File: config.mk
export PLATFORM = sky130hd
export DESIGN_NAME = par_result_port
export DESIGN_NICKNAME = d
export VERILOG_FILES = /design/src/rtl/par_result_port_pkg.sv /design/src/rtl/strobe_sync.sv /design/src/rtl/word_pointer.sv /design/src/rtl/word_mux.sv /design/src/rtl/par_result_port.sv
export SDC_FILE = /design/constraint.sdc
export NUM_CORES = 1
export LEC_CHECK = 0
export ABC_AREA = 1
export CAP_MARGIN = 5
export CORE_MARGIN = 2
export CORE_UTILIZATION = 36
export DETAILED_ROUTE_END_ITERATION = 7
export PLACE_DENSITY = 0.91
export SLEW_MARGIN = 20
export SYNTH_ARGS = -nofsm -noshare
export SYNTH_HDL_FRONTEND = slang
export SYNTH_SLANG_ARGS = --single-unit
File: constraint.sdc
create_clock -name clk -period 3.5 [get_ports clk]
set_input_delay 0.7 -clock clk [delete_from_list [all_inputs] [get_ports clk]]
set_output_delay 0.7 -clock clk [all_outputs]
set_load 0.005 [all_outputs]
File: src/rtl/par_result_port_pkg.sv
package par_result_port_pkg;
    typedef enum logic [1:0] {
        S_OFF   = 2'd0,
        S_ARMED = 2'd1,
        S_DRIVE = 2'd2
    } port_state_t;
endpackage

File: src/rtl/strobe_sync.sv
module strobe_sync #(
    parameter int N      = 2,
    parameter int STAGES = 2
) (
    input  logic         clk,
    input  logic         rst_n,
    input  logic [N-1:0] async_in,
    output logic [N-1:0] sync_out
);
    for (genvar b = 0; b < N; b++) begin : g_bit
        logic [STAGES-1:0] chain;
        always_ff @(posedge clk or negedge rst_n) begin
            if (!rst_n) chain <= '1;
            else        chain <= {chain[STAGES-2:0], async_in[b]};
        end
        assign sync_out[b] = chain[STAGES-1];
    end
endmodule

File: src/rtl/word_pointer.sv
module word_pointer #(
    parameter int NWORDS = 16,
    localparam int PW    = $clog2(NWORDS)
) (
    input  logic          clk,
    input  logic          rst_n,
    input  logic          restart,
    input  logic          advance,
    output logic [PW-1:0] idx_now,
    output logic [PW-1:0] idx_q
);
    logic [PW-1:0] idx_next;

    assign idx_now = restart ? '0 : idx_q;

    always_comb begin
        idx_next = idx_now;
        if (advance) begin
            if (idx_now == PW'(NWORDS - 1)) idx_next = '0;
            else                            idx_next = idx_now + 1'b1;
        end
    end

    always_ff @(posedge clk or negedge rst_n) begin
        if (!rst_n) idx_q <= '0;
        else        idx_q <= idx_next;
    end
endmodule

File: src/rtl/word_mux.sv
module word_mux #(
    parameter int NCH    = 8,
    parameter int RW     = 18,
    parameter int BW     = 16,
    localparam int LW    = RW - BW,
    localparam int PW    = $clog2(2 * NCH)
) (
    input  logic [NCH*RW-1:0] res_flat,
    input  logic [PW-1:0]     idx,
    output logic [BW-1:0]     word,
    output logic              is_first
);
    logic [RW-1:0] chan [NCH];

    for (genvar k = 0; k < NCH; k++) begin : g_chan
        assign chan[k] = res_flat[k*RW +: RW];
    end

    logic [RW-1:0] sel;
    assign sel = chan[idx[PW-1:1]];

    always_comb begin
        if (idx[0]) word = {{(BW-LW){1'b0}}, sel[LW-1:0]};
        else        word = sel[RW-1:LW];
    end

    assign is_first = (idx == '0);
endmodule

File: src/rtl/par_result_port.sv
module par_result_port
    import par_result_port_pkg::*;
#(
    parameter int NCH   = 8,
    parameter int RW    = 18,
    parameter int BW    = 16,
    localparam int NWORDS = 2 * NCH,
    localparam int PW     = $clog2(NWORDS)
) (
    input  logic              clk,
    input  logic              rst_n,
    input  logic              cs_n,
    input  logic              rd_n,
    input  logic              new_set,
    input  logic [NCH*RW-1:0] res_flat,
    output logic [BW-1:0]     bus_data,
    output logic              bus_oe,
    output logic              first_flag,
    output logic              first_oe
);
    logic [1:0] strobes_s;
    logic       cs_s, rd_s;

    strobe_sync #(.N(2), .STAGES(2)) u_sync (
        .clk      (clk),
        .rst_n    (rst_n),
        .async_in ({cs_n, rd_n}),
        .sync_out (strobes_s)
    );
    assign cs_s = strobes_s[1];
    assign rd_s = strobes_s[0];

    port_state_t state, nxt;
    logic        take;
    logic [PW-1:0] idx_now, widx;
    logic [BW-1:0] mux_word;
    logic          mux_first;

    always_comb begin
        nxt = state;
        unique case (state)
            S_OFF:   if (!cs_s) nxt = rd_s ? S_ARMED : S_DRIVE;
            S_ARMED: if (cs_s) nxt = S_OFF;
                     else if (!rd_s) nxt = S_DRIVE;
            S_DRIVE: if (cs_s) nxt = S_OFF;
                     else if (rd_s) nxt = S_ARMED;
            default: nxt = S_OFF;
        endcase
    end

    assign take = (state != S_DRIVE) && (nxt == S_DRIVE);

    word_pointer #(.NWORDS(NWORDS)) u_ptr (
        .clk     (clk),
        .rst_n   (rst_n),
        .restart (new_set),
        .advance (take),
        .idx_now (idx_now),
        .idx_q   (widx)
    );

    word_mux #(.NCH(NCH), .RW(RW), .BW(BW)) u_mux (
        .res_flat (res_flat),
        .idx      (idx_now),
        .word     (mux_word),
        .is_first (mux_first)
    );

    // state register
    always_ff @(posedge clk or negedge rst_n) begin
        if (!rst_n) state <= S_OFF;
        else        state <= nxt;
    end

    // output registers: word and flag captured when a read is taken
    logic [BW-1:0] word_q;
    logic          first_q;
    always_ff @(posedge clk or negedge rst_n) begin
        if (!rst_n) begin
            word_q  <= '0;
            first_q <= 1'b0;
        end else if (take) begin
            word_q  <= mux_word;
            first_q <= mux_first;
        end
    end

    assign bus_oe     = (state == S_DRIVE);
    assign first_oe   = (state != S_OFF);
    assign bus_data   = bus_oe ? word_q : '0;
    assign first_flag = first_oe & first_q;
endmodule

## Word-level counts from Yosys, hierarchy flattened

Index checks and enable logic that the tools add are counted.
W data, S select, Z words.

- Shift-type cells: 0
- Bitwise logic cells: 2
- Eq/ne operators: 5
- Reductions and logical operators: 4
- Div/mod/pow operators: 0
- Multiply operators: 0
- Magnitude comparators: 1
- Add/sub/neg operators: 1
- Multiplexer cells: 15

Operator list:

| cell | count |
|---|---|
| $bmux W18 S3 | 1 |
| $mux W18 | 2 |
| $mux W16 | 2 |
| $mux W2 | 6 |
| $mux W4 | 3 |
| $pmux W2 S3 | 1 |
| $add A4 B1 Y4 const B | 1 |
| $eq A2 B2 Y1 const B | 2 |
| $eq A4 B4 Y1 const B | 1 |
| $ge A4 B4 Y1 const B | 1 |
| $logic_not A4 Y1 | 1 |
| $not A3 Y4 | 1 |
| $eq A2 B1 Y1 const B | 1 |
| $logic_not A2 Y1 | 1 |
| $ne A2 B2 Y1 const B | 1 |
| $reduce_bool A2 Y1 | 1 |
| $and A1 B1 Y1 | 1 |
| $logic_and A1 B1 Y1 | 1 |

- Flip-flop bits (word level): 27
- Memory bits (read-only): 0
- Bits in writable memories: 0
- Memories: 0
- Bits in latches: 0

## Longest topological paths before layout

- Word-level depth: 6
- Mapped depth: 11
- Gate-level depth less buffers: 10

## Hierarchy

A second synthesis with hierarchy kept.

- Cells, all modules: 469
- Area total of the unflattened synthesis: 2666.3 um2

Modules (own cells, without submodules):

| module | cells each | seq. area each (um2) | area an instance (um2) | times used |
|---|---|---|---|---|
| word_mux | 310 | 0.0 | 1391.3 | 1 |
| par_result_port | 122 | 475.5 | 920.9 | 1 |
| word_pointer | 31 | 100.1 | 234.0 | 1 |
| strobe_sync | 6 | 105.1 | 120.1 | 1 |

## Least setup slack after synthesis

Ideal clock, no wire load.

- Kind: register to output
- Start point: reg state[1]
- End point: out bus_data[10]
- Arrival time: 1.002 ns
- Required time: 2.800 ns
- Path buffers: 1
- Path slack: 1.798 ns
- Cell stages (with the launch flop): 6
- Cell sequence: dfrtp_1 > inv_1 > nor2_1 > inv_1 > clkbuf_1 > nor2_1

- Longest elaborated chain between the ends: 2

RTL lines:

| what | RTL line | source |
|---|---|---|
| start, declared | par_result_port.sv:33 | `port_state_t state, nxt;` |
| start signal, assigned | par_result_port.sv:72 | `else state <= nxt;` |
| $eq A2 B2 Y1 | par_result_port.sv:88 | `assign bus_oe = (state == S_DRIVE);` |
| named net bus_oe | par_result_port.sv:17 | `output logic bus_oe,` |
| $mux W16 | par_result_port.sv:90 | `assign bus_data = bus_oe ? word_q : '0;` |
| end, declared | par_result_port.sv:16 | `output logic [BW-1:0] bus_data,` |

The timed path passes the listed nets, and every way through them passes these cells.

## Worst setup path after layout

- Start point: reg state[1]
- End point: out bus_data[2]

- Longest elaborated chain between the ends: 2

RTL lines:

| what | RTL line |
|---|---|
| $eq A2 B2 Y1 | par_result_port.sv:88 |
| $mux W16 | par_result_port.sv:90 |

Every way passes these cells.

==> metrics.txt <==
# TYPE chip_impl_metric gauge
chip_impl_info{name="status",value="completed"} 1
chip_impl_metric{name="max_freq",unit="GHz"} 0.383
chip_impl_metric{name="multiInputGateArea",unit="mm²"} 0.00151
chip_impl_metric{name="design.final.nets",unit=""} 734
chip_impl_metric{name="seq_area_frac_synth",unit="%"} 26.5
chip_impl_metric{name="slowest_delay",unit="ns"} 0.49
chip_impl_metric{name="synthesis.yosys.warnings",unit=""} 0
chip_impl_info{name="layout.cells.most_common_list",value="sky130_fd_sc_hd__clkdlybuf4s50_1 (167), sky130_fd_sc_hd__nand2_1 (152), sky130_fd_sc_hd__nand3_1 (83)"} 1
chip_impl_metric{name="worst_setup_hold_path_clk_slew",unit="ns"} 0.09
chip_impl_metric{name="final_critical_path_share_of_the_clock_period",unit="%"} 74.6
chip_impl_metric{name="maxSlewHeadroom",unit="%"} 42.2
chip_impl_metric{name="ios",unit=""} 168
chip_impl_metric{name="avgRoutedWirePerCell",unit="µm"} 14.0
chip_impl_metric{name="drt_iter0_drc",unit=""} 196
chip_impl_metric{name="postSynthRegisterBits",unit=""} 27
chip_impl_metric{name="gp_routability_congestion",unit=""} 0.885
chip_impl_info{name="critical-path-slowest-cell",value="sky130_fd_sc_hd__inv_1"} 1
chip_impl_info{name="worst-setup-path-type",value="reg -> out"} 1
chip_impl_metric{name="floorplan.initialDensity",unit="%"} 37.6
chip_impl_metric{name="drv.max_cap_violation_count",unit=""} 0
chip_impl_metric{name="numClockSinks",unit=""} 27
chip_impl_info{name="tritoncts",value="done"} 1
chip_impl_metric{name="hpwlAfterDp",unit="µm"} 6940
chip_impl_info{name="postSynth.topFlopCell",value="sky130_fd_sc_hd__dfrtp_1"} 1
chip_impl_metric{name="slack_of_the_critical_path",unit="ns"} 0.888
chip_impl_metric{name="post-place-ws",unit="ns"} 0.857
chip_impl_metric{name="synth_to_layout_area_growth",unit="%"} 65.8
chip_impl_metric{name="antenna_cells",unit=""} 0
chip_impl_metric{name="gr-usage-all-layers",unit="%"} 23.3
chip_impl_metric{name="synth_top_area_share",unit="%"} 22.4
chip_impl_info{name="unrepaired_setup_endpoints_after_global_routing",value="false"} 1
chip_impl_info{name="most_frequent_standard_cell_in_the_layout_excluding_fill_and_tap_cells",value="sky130_fd_sc_hd__clkdlybuf4s50_1"} 1
chip_impl_info{name="r2r_start",value="u_ptr.idx_q[1]$_DFF_PN0_"} 1
chip_impl_metric{name="post_drt_via_cell_ratio",unit=""} 4.95
chip_impl_metric{name="fp.dieW",unit="µm"} 88.5
chip_impl_metric{name="synth_nets",unit=""} 582
chip_impl_metric{name="synth.lib_cells_used.distinct",unit=""} 29
chip_impl_metric{name="ff2ff_path_depth",unit=""} 8
chip_impl_info{name="hold_start",value="u_sync.g_bit[0].chain[0]$_DFF_PN1_"} 1
chip_impl_metric{name="cts_max_path_buffers",unit=""} 2
chip_impl_metric{name="layout_cell_share_with_drive_strength_beyond_1",unit="%"} 3.95
chip_impl_metric{name="vdd_ir_drop_max",unit="µV"} 152
chip_impl_metric{name="grt_first_pass_wirelength",unit="µm"} 14500
chip_impl_metric{name="utilization",unit="%"} 62.3
chip_impl_metric{name="min_delay_path_depth",unit=""} 0
chip_impl_metric{name="timing.final.hold_violations",unit=""} 0
chip_impl_info{name="worstPathCellList",value="inv_1, nor2_1, inv_1, nor2_1, clkdlybuf4s50_1"} 1
chip_impl_info{name="holdCritPathClass",value="reg -> reg"} 1
chip_impl_metric{name="die_h",unit="µm"} 88.5
chip_impl_metric{name="layout_filler_cell_count",unit=""} 631
chip_impl_metric{name="final-seq-area",unit="µm²"} 681
chip_impl_metric{name="cts-htree-levels",unit=""} 1
chip_impl_info{name="synthTopCellsByArea",value="sky130_fd_sc_hd__dfrtp_1 (22%), sky130_fd_sc_hd__nand2_1 (22%), sky130_fd_sc_hd__nand3_1 (16%), sky130_fd_sc_hd__inv_1 (6.9%), sky130_fd_sc_hd__nor2_1 (5.4%)"} 1
chip_impl_metric{name="power",unit="mW"} 0.918
chip_impl_info{name="startpoint_type",value="flop"} 1
chip_impl_metric{name="timing.critical_path.required",unit="ns"} 2.80
chip_impl_metric{name="slew_viol_final",unit=""} 0
chip_impl_metric{name="number_of_flops_mapped_to_enable_cells_by_yosys",unit=""} 0
chip_impl_info{name="min_to",value="u_sync.g_bit[0].chain[1]$_DFF_PN1_"} 1
chip_impl_metric{name="postRouteWirelength",unit="µm"} 9490
chip_impl_metric{name="core_area",unit="mm²"} 0.00683
chip_impl_info{name="regToRegEndpoint",value="word_q[1]$_DFFE_PN0P_"} 1
chip_impl_metric{name="maximum_number_of_pins_on_one_net_before_global_route_repair",unit=""} 74
chip_impl_metric{name="drc_errors",unit=""} 0
chip_impl_metric{name="drtAntennaViolNets",unit=""} 0
chip_impl_metric{name="crit_fanout",unit=""} 16
chip_impl_metric{name="place.port_buffers",unit=""} 167
chip_impl_metric{name="asr_flop_ratio_synth",unit="%"} 100
chip_impl_metric{name="skew",unit="ns"} 0.00840
chip_impl_info{name="cts_root_buf",value="sky130_fd_sc_hd__clkbuf_8"} 1
chip_impl_metric{name="worst-slew-pin-transition",unit="ns"} 0.867
chip_impl_metric{name="dieArea",unit="mm²"} 0.00782
chip_impl_metric{name="timing.final.crit_period",unit="ns"} 2.61
chip_impl_metric{name="postCtsHoldBufs",unit=""} 0
chip_impl_metric{name="finalSetupViolCount",unit=""} 0
chip_impl_metric{name="static-leakage-power",unit="nW"} 1.92
chip_impl_metric{name="tritoncts.num_buffers",unit=""} 3
chip_impl_metric{name="fin_setup_tns",unit="ns"} 0
chip_impl_metric{name="grt_overflow",unit=""} 0
chip_impl_metric{name="syn_avg_cell_area",unit="µm²"} 5.96
chip_impl_metric{name="clock_latency",unit="ns"} 0.27
chip_impl_metric{name="post-cts-setup-buffers",unit=""} 0
chip_impl_metric{name="post_cts_resized",unit=""} 0
chip_impl_metric{name="number_of_antenna_violations_at_the_first_check_in_global_routing",unit=""} 0
chip_impl_metric{name="r2r_slack",unit="ns"} 1.68
chip_impl_metric{name="power_density",unit="mW/mm²"} 215
chip_impl_metric{name="timing.critical_path.arrival",unit="ns"} 1.91
chip_impl_metric{name="syn_inst",unit=""} 431
chip_impl_info{name="setup.worst_path.end_class",value="output pin"} 1
chip_impl_info{name="synth_top_cell_by_area",value="sky130_fd_sc_hd__dfrtp_1"} 1
chip_impl_metric{name="rows",unit=""} 30
chip_impl_metric{name="drtPass1Iterations",unit=""} 5
chip_impl_metric{name="grt_pass1_vias",unit=""} 3253
chip_impl_metric{name="post_synth_instance_area",unit="mm²"} 0.00257
chip_impl_metric{name="count_of_vias_placed_by_the_detailed_router",unit=""} 3355
-- logic make-up after synthesis --
group / after synthesis / synth area share (%)
buffers and inverters: 76 / 14.6
DFF: 27 / 26.5
xor gates and xnor gates: 2 / 0.682
and+or+nand+nor: 280 / 47.4
AOI/OAI and AO/OA: 44 / 9.84
adders and majority gates: 2 / 0.975
-- routing by layer --
layer,global-route usage [%],routed length (µm),vias up
met5,0,0,-
met3,4.29,900,14
met4,5.37,110,0
met2,44.3,4820,169
met1,26.8,3660,1500
li1,-,-,1672
-- per-stage QoR --
stage / cells / hold WS [ns] / cell area [µm²]
after floorplan: 431 / 0.345 / 2570
after global placement: 674 / 0.345 / 4210
after detailed placement: 674 / 0.347 / 4210
after CTS: 678 / 0.360 / 4260
after global routing: 678 / 0.369 / 4260
final: 678 / 0.359 / 4260
-- cells in the mapped netlist, types with 3 or more instances --
library cell	instances
sky130_fd_sc_hd__nand2_1	152
sky130_fd_sc_hd__inv_1	47
sky130_fd_sc_hd__a21oi_1	13
sky130_fd_sc_hd__buf_6	5
sky130_fd_sc_hd__buf_4	11
sky130_fd_sc_hd__o211ai_1	3
sky130_fd_sc_hd__nand3_1	83
sky130_fd_sc_hd__dfstp_2	4
sky130_fd_sc_hd__nor2_1	37
sky130_fd_sc_hd__o22ai_1	12
sky130_fd_sc_hd__buf_2	6
sky130_fd_sc_hd__nor2_4	3
sky130_fd_sc_hd__o21ai_0	11
sky130_fd_sc_hd__inv_2	3
sky130_fd_sc_hd__dfrtp_1	23
-- final cells by class --
class / count / area share, %
repair buffers: 171 / 40.0
multi-input cells: 328 / 35.5
flip-flops and latches: 27 / 16.0
inverters: 52 / 4.64
well taps: 96 / 2.82
clock buffers: 4 / 1.06
-- power breakdown --
| part | switching, mW | total [mW] | internal, mW |
|---|---|---|---|
| Clock | 0.0980 | 0.180 | 0.0816 |
| Sequential | 0.0159 | 0.370 | 0.354 |
| Combinational | 0.144 | 0.368 | 0.225 |
| Total | 0.258 | 0.918 | 0.660 |
-- how the worst max path moves through the flow --
stage	startpoint	endpoint	slack, ns
final	state[1]$_DFF_PN0_	bus_data[2]	0.89
after global routing	state[1]$_DFF_PN0_	bus_data[0]	0.71
after CTS	state[1]$_DFF_PN0_	bus_data[2]	0.87
after detailed placement	new_set	word_q[5]$_DFFE_PN0P_	0.86
after global placement	new_set	word_q[6]$_DFFE_PN0P_	0.97
after floorplan	state[1]$_DFF_PN0_	bus_data[10]	1.80
-- critical path, delay by kind of cell, from the launching register on --
family | cells | cell delay (ns)
flip-flops | 1 | 0.40
buffers and inverters | 3 | 1.06
AND/OR/NAND/NOR | 2 | 0.18
-- flip-flops by register name, summed over array words and instances, names as in the netlist --
name	flops
first_q	1
word_q	16
u_sync.g_bit.chain	4
u_ptr.idx_q	4
state	2
Power figures use the tool's default switching activity.
